===== src/rtl/kport_irq.sv =====
module kport_irq #(
  parameter int GROUPS   = 2,
  parameter int WIDTH    = 4,
  parameter int AW       = 8,
  parameter int SYNC     = 2,
  parameter int SEL_BASE = 'h90,
  parameter int STRIDE   = 4,
  parameter int MASK_TOP = 'hF3,
  parameter int FLAG_TOP = 'hFB
) (
  input  logic                    clk,
  input  logic                    rst_n,
  input  logic [GROUPS*WIDTH-1:0] pin_i,
  input  logic [AW-1:0]           bus_addr,
  input  logic                    bus_rd,
  input  logic                    bus_wr,
  input  logic [WIDTH-1:0]        bus_wdata,
  output logic [WIDTH-1:0]        bus_rdata,
  output logic [GROUPS-1:0]       irq_o
);
  localparam int NB = GROUPS * WIDTH;

  logic [NB-1:0] sync_q [SYNC];
  logic [NB-1:0] lvl, prev_q, rise, fall, sel_q, pol_q, hit;
  logic [GROUPS-1:0] mask_q, flag_q, grp_ev, rd_flag, wr_flag;
  logic [WIDTH-1:0] grp_rd [GROUPS];
  logic [WIDTH-1:0] rd_or;

  always_ff @(posedge clk or negedge rst_n) begin
    if (!rst_n) begin
      for (int i = 0; i < SYNC; i++) sync_q[i] <= '0;
      prev_q <= '0;
    end else begin
      sync_q[0] <= pin_i;
      for (int i = 1; i < SYNC; i++) sync_q[i] <= sync_q[i-1];
      prev_q <= sync_q[SYNC-1];
    end
  end

  assign lvl  = sync_q[SYNC-1];
  assign rise = lvl & ~prev_q;
  assign fall = ~lvl & prev_q;
  assign hit  = sel_q & ((pol_q & fall) | (~pol_q & rise));

  for (genvar g = 0; g < GROUPS; g++) begin : g_grp
    localparam logic [AW-1:0] A_SEL = AW'(SEL_BASE + g*STRIDE);
    localparam logic [AW-1:0] A_DAT = AW'(SEL_BASE + g*STRIDE + 1);
    localparam logic [AW-1:0] A_POL = AW'(SEL_BASE + g*STRIDE + 2);
    localparam logic [AW-1:0] A_MSK = AW'(MASK_TOP - g);
    localparam logic [AW-1:0] A_FLG = AW'(FLAG_TOP - g);

    assign grp_ev[g]  = |hit[g*WIDTH +: WIDTH];
    assign rd_flag[g] = bus_rd && (bus_addr == A_FLG);
    assign wr_flag[g] = bus_wr && (bus_addr == A_FLG);
    assign irq_o[g]   = flag_q[g] & mask_q[g];

    always_ff @(posedge clk or negedge rst_n) begin
      if (!rst_n) begin
        sel_q[g*WIDTH +: WIDTH] <= '0;
        pol_q[g*WIDTH +: WIDTH] <= '1;
        mask_q[g] <= 1'b0;
        flag_q[g] <= 1'b0;
      end else begin
        if (bus_wr && bus_addr == A_SEL) sel_q[g*WIDTH +: WIDTH] <= bus_wdata;
        if (bus_wr && bus_addr == A_POL) pol_q[g*WIDTH +: WIDTH] <= bus_wdata;
        if (bus_wr && bus_addr == A_MSK) mask_q[g] <= bus_wdata[0];
        flag_q[g] <= grp_ev[g] | (flag_q[g] & ~rd_flag[g]);
      end
    end

    always_comb begin
      grp_rd[g] = '0;
      if (bus_addr == A_SEL) grp_rd[g] = sel_q[g*WIDTH +: WIDTH];
      if (bus_addr == A_DAT) grp_rd[g] = lvl[g*WIDTH +: WIDTH];
      if (bus_addr == A_POL) grp_rd[g] = pol_q[g*WIDTH +: WIDTH];
      if (bus_addr == A_MSK) grp_rd[g] = {{(WIDTH-1){1'b0}}, mask_q[g]};
      if (bus_addr == A_FLG) grp_rd[g] = {{(WIDTH-1){1'b0}}, flag_q[g]};
    end

    p_flag_set_r4: assert property (@(posedge clk) disable iff (!rst_n)
      grp_ev[g] |=> flag_q[g]);
    p_no_spurious_r3: assert property (@(posedge clk) disable iff (!rst_n)
      (!flag_q[g] && !grp_ev[g]) |=> !flag_q[g]);
    p_read_clear_r5: assert property (@(posedge clk) disable iff (!rst_n)
      (rd_flag[g] && !grp_ev[g]) |=> !flag_q[g]);
    p_clear_only_by_read_r5: assert property (@(posedge clk) disable iff (!rst_n)
      (flag_q[g] && !rd_flag[g]) |=> flag_q[g]);
    p_write_ignored_r5: assert property (@(posedge clk) disable iff (!rst_n)
      (wr_flag[g] && !bus_rd && !grp_ev[g]) |=> flag_q[g] == $past(flag_q[g]));
    p_masked_quiet_r6: assert property (@(posedge clk) disable iff (!rst_n)
      (!mask_q[g] && !(bus_wr && bus_addr == A_MSK)) |=> !irq_o[g]);
  end

  always_comb begin
    rd_or = '0;
    for (int g = 0; g < GROUPS; g++) rd_or = rd_or | grp_rd[g];
  end

  assign bus_rdata = bus_rd ? rd_or : '0;

  p_idle_zero_r7: assert property (@(posedge clk) disable iff (!rst_n)
    !bus_rd |-> bus_rdata == '0);
endmodule


===== config.mk =====
export PLATFORM = sky130hd
export DESIGN_NAME = kport_irq
export DESIGN_NICKNAME = d
export VERILOG_FILES = /design/src/rtl/kport_irq.sv
export SDC_FILE = /design/constraint.sdc
export NUM_CORES = 1
export LEC_CHECK = 0
export CAP_MARGIN = 20
export CORE_ASPECT_RATIO = 1.25
export CORE_MARGIN = 4
export CORE_UTILIZATION = 48
export DETAILED_ROUTE_END_ITERATION = 12
export PLACE_DENSITY = 0.86
export SYNTH_ARGS = -nofsm -noshare
export SYNTH_HDL_FRONTEND = slang
export SYNTH_SLANG_ARGS = --single-unit

===== constraint.sdc =====
create_clock -name clk -period 1.6 [get_ports clk]
set_clock_uncertainty 0.1 [all_clocks]
set_input_delay 0.32 -clock clk [delete_from_list [all_inputs] [get_ports clk]]
set_output_delay 0.32 -clock clk [all_outputs]
set_load 0.02 [all_outputs]

**Yosys cells after proc, flatten, opt, wreduce, memory -nomap -nowiden**

Index checks and enable logic that the tools add are counted.

- Flip-flop bits (word level): 44
- Output and inout bits: 6

- Mux-type cells: 11
- Eq/ne operators: 10
- Bitwise operators: 18
- Reductions and logical operators: 10

Operators by type and width:

| kind | number |
|---|---|
| equality test 8 bit (second input constant) | 10 |
| two-way mux 4 bit | 11 |
| bitwise AND 8 bit | 5 |
| inverter 8 bit | 3 |
| logical AND 1 bit | 8 |
| bitwise OR 8 bit | 1 |
| OR reduction 4 bit | 2 |
| bitwise AND 1 bit | 4 |
| bitwise OR 4 bit | 1 |
| inverter 1 bit | 2 |
| bitwise OR 1 bit | 2 |

**Logic depth before layout (Yosys ltp)**

- Word-level depth: 8
- Gate-level depth with buffers: 6
- Depth with buffers taken out: 4

**Worst setup path before layout**

Ideal clock, no wire load.

- Kind: in2out
- From: in bus_addr[0]
- To: out bus_rdata[0]
- Stages: 5
- Path buffers: 1
- Data required time: 1.180 ns
- Slack: -0.310 ns
- Data arrival time: 1.490 ns
- Path through: clkbuf_1 -> nor2b_1 -> and2_1 -> o21ai_0 -> a31oi_1

- Cells in the longest elaborated chain, start to end: 8
- Elaborated cells between the ends (all ways): 22
- Classes of those cells: eq/ne: 10; mux: 11; bitwise: 1

Ends and longest elaborated chain:

| item | RTL line | RTL |
|---|---|---|
| start, declared | 14 | `input logic [AW-1:0] bus_addr,` |
| equality test 8 bit | 73 | `if (bus_addr == A_SEL) grp_rd[g] = sel_q[g*WIDTH +: WIDTH];` |
| two-way mux 4 bit | 73 |  |
| two-way mux 4 bit | 74 | `if (bus_addr == A_DAT) grp_rd[g] = lvl[g*WIDTH +: WIDTH];` |
| two-way mux 4 bit | 75 | `if (bus_addr == A_POL) grp_rd[g] = pol_q[g*WIDTH +: WIDTH];` |
| two-way mux 4 bit | 76 | `if (bus_addr == A_MSK) grp_rd[g] = {{(WIDTH-1){1'b0}}, mask_q[g]};` |
| two-way mux 4 bit | 77 | `if (bus_addr == A_FLG) grp_rd[g] = {{(WIDTH-1){1'b0}}, flag_q[g]};` |
| bitwise OR 4 bit * | 96 | `for (int g = 0; g < GROUPS; g++) rd_or = rd_or \| grp_rd[g];` |
| two-way mux 4 bit * | 99 | `assign bus_rdata = bus_rd ? rd_or : '0;` |
| end, declared | 18 | `output logic [WIDTH-1:0] bus_rdata,` |

Every way passes the cells marked *; elsewhere a longest branch is shown, timed or not.

**Final worst setup path**

- From: reg flag_q[0]
- To: out bus_rdata[0]

- Cells in the longest elaborated chain, start to end: 3

Ends and longest elaborated chain:

| item | RTL line | RTL |
|---|---|---|
| start, declared | 25 | `logic [GROUPS-1:0] mask_q, flag_q, grp_ev, rd_flag, wr_flag;` |
| start signal, assigned by index | 67 | `flag_q[g] <= grp_ev[g] \| (flag_q[g] & ~rd_flag[g]);` |
| two-way mux 4 bit | 77 |  |
| bitwise OR 4 bit | 96 |  |
| two-way mux 4 bit | 99 |  |

No other way between the ends.

==> results.yml <==
status:
  status: "finished, violations left"
  violations: "negative setup slack"
critical_path:
  critical_path.endpoint: "bus_rdata[0]"
  worstPathMaxFanout: 3
  critPathRequiredTime_ns: 1.18
  r2r_end: "flag_q[1]"
  max_stage_delay_ns: 0.50
  path_buf_inv: 1
  cp_slowest_cell: "mux4_2"
  r2r_start: "pol_q[7]"
  cp.arrival_ns: 1.52
  critPathLaunchType: "flop"
  startpoint: "flag_q[0]"
  path_cells: "mux4_2, nand2_2, a31oi_4, buf_6"
  rrSetupSlack_ns: 0.06
  crit_cells: 4
  crit_type: "flop to output port"
  rr_worst_depth: 5
  end_kind: "output port"
  path_delay_family: "multiplexers"
synth:
  ys_ff_latch: 44
  synthDominantCellAreaShare_pct: 46.0
  synthTopCellsByArea: "dfrtp_1 46%, dfstp_2 11%, mux2_2 10%"
  ys_seq_area_share_pct: 56.7
  synth_warnings: 0
  synth_area_per_cell_sq_um: 12.9
  synth-edff-count: 0
  ys.flop_type: "dfrtp_1"
  synth_area_leader_cell: "dfrtp_1"
  synth.cell_area_sq_um: 1960
  syn_nets: 176
  async_flop_share_pct: 100
  syn_inst: 152
  yosysMostFrequentCell: "dfrtp_1"
  synth_cell_types: 35
  synth_common_cells: "36 x dfrtp_1, 18 x mux2_2, 11 x o21ai_0"
detailed_routing:
  drtAntennaViolNets: 0
  drt-total-wl_microns: 5400
  wire_per_inst_microns: 18.8
  drc_errors: 0
  vias_per_cell: 5.58
  drt-initial-drc-count: 79
  vias: 1602
  drtPass1Iterations: 4
place:
  dp_hpwl_microns: 3450
  dp_cells: 266
  gp_congestion: 0.920
  io_buffer_count: 29
  postPlaceCellArea_sq_um: 2620
power:
  leakage_nw: 1.35
  max-vdd-ir-drop_mv: 0.703
  p_per_area_nw_per_um2: 800
clocking:
  numCtsBuffers: 5
  root_buffer: "clkbuf_8"
  cts_tree: "done"
  clk_latency_ns: 0.29
  h-tree-depth: 2
  path_clk_slew_ns: 0.08
  clockBufferDepth: 2
  cts.sinks: 44
final_layout:
  stdcell_area_sq_um: 2910
  final_cells: 287
  drive_gt1_share_pct: 50.2
  nets: 256
  fillCellCount: 236
  num_antenna_cells: 0
  syn_to_final_growth_pct: 48.8
timing:
  rsz0062_at_grt: "true"
  post-route-min-period_ns: 1.94
  fmax_ghz: 0.514
  relSlewSlack_pct: 79.9
  hold_viol_final: 0
  report.final.slew_viol_count: 0
  finalWorstSetupSlack_ns: -0.344
  finalCritPeriodShare_pct: 122
  setup_viol: 4
  tightest_slew_ns: 0.301
  holdWs_ns: 0.250
die:
  die_h_microns: 79.4
  fp-row-count: 25
  dieWidth_microns: 65.1
  coreArea_sq_um: 3850
  io_pins: 30
  die_area_sq_um: 5170
  start_util_pct: 50.9
flow_run:
  drv_cap: 0
global_route:
  grt_pass1_vias: 1738
  grt_max_degree: 45
  grt_usage_pct: 22.2
  antenna_found_initial: 0
  grt_pass1_wl_microns: 8420
  gr-total-overflow: 0
min_path:
  hp-class: "flop to flop"
cells in the final DEF (no fill, tap or decap), types with 2 or more instances in the layout:
master            n
a21oi_2           3
nand2b_1          2
nand2_1           5
o2bb2ai_1         4
clkdlybuf4s50_1  13
dfstp_2           8
o21ai_1           3
dfrtp_1          36
o21ai_0           8
nand2_2           4
and2_1            3
nor2b_1           2
and3b_1           5
buf_12            2
buf_4            40
buf_2             6
nand3b_1          3
nor2_1            2
mux2_2           18
nand4b_1          2
clkbuf_8          7
buf_6             9
nor3b_1           6
nand4_1           2
clkbuf_2          2
mux2i_1           6
inv_1             4
cell type report:
class	instances	area, sq um	share of cell area (%)
flip-flops and latches	44	1110	38.1
inverters	4	15.0	0.515
multi-input cells	100	931	32.0
clock buffers	8	100	3.44
well taps	54	67.6	2.32
repair buffers	77	688	23.6
worst min path at each step:
stage / from / end / slack (ns) / depth (start not counted)
2_1_floorplan: rst_n / flag_q[0] / -0.08 / 0
3_3_place_gp: rst_n / sync_q[11] / 0.20 / 2
3_5_place_dp: rst_n / sync_q[11] / 0.21 / 2
4_1_cts: sync_q[10] / lvl[2] / 0.25 / 0
5_1_grt: sync_q[14] / lvl[6] / 0.26 / 0
6_report: sync_q[10] / lvl[2] / 0.25 / 0
cells by family (layout without fill, tap and decap cells):
group                  after synthesis  in the layout  share of synthesized area [%]
AO/OA/AOI/OAI                       27             27                           8.95
buffers and inverters                8             89                           1.60
flip-flops                          44             44                           56.7
multiplexers                        25             25                           14.6
AND/OR/NAND/NOR                     48             48                           18.1
layer usage:
layer	track usage (%)	routed length, microns
met5	0	0
met3	4.79	241
met2	39.8	2820
met1	23.5	2080
met4	12.9	260
state kept, by name, indices dropped and copies added, names as in the netlist:
name / flops
flag_q: 2
lvl: 8
mask_q: 2
pol_q: 8
prev_q: 8
sel_q: 8
sync_q: 8
timing repair:
action	in CTS	in global routing
hold endpoints to repair	36	0
endpoints found under the setup margin	26	22
cloned	2	0
resized for setup	68	17
hold buffers	1	0
pin swaps	18	9
buffers inserted	7	3
power by group:
group | internal, mW | leakage (nW) | switching, mW | total (mW)
clock network | 0.394 | 0.0515 | 0.345 | 0.739
logic | 0.208 | 0.774 | 0.158 | 0.366
registers | 1.19 | 0.520 | 0.0391 | 1.22
metrics by stage:
step	TNS, ns	power [mW]	setup slack [ns]	util [%]
finish	-1.23	2.33	-0.344	75.7
global route	-1.47	2.45	-0.397	75.7
CTS	-1.17	2.32	-0.327	73.8
detailed placement	-15.05	1.56	-1.09	68.0
global placement	-14.14	1.54	-1.04	68.0
floorplan	-0.285	1.35	-0.111	-
(Power assumes the default switching activity.)
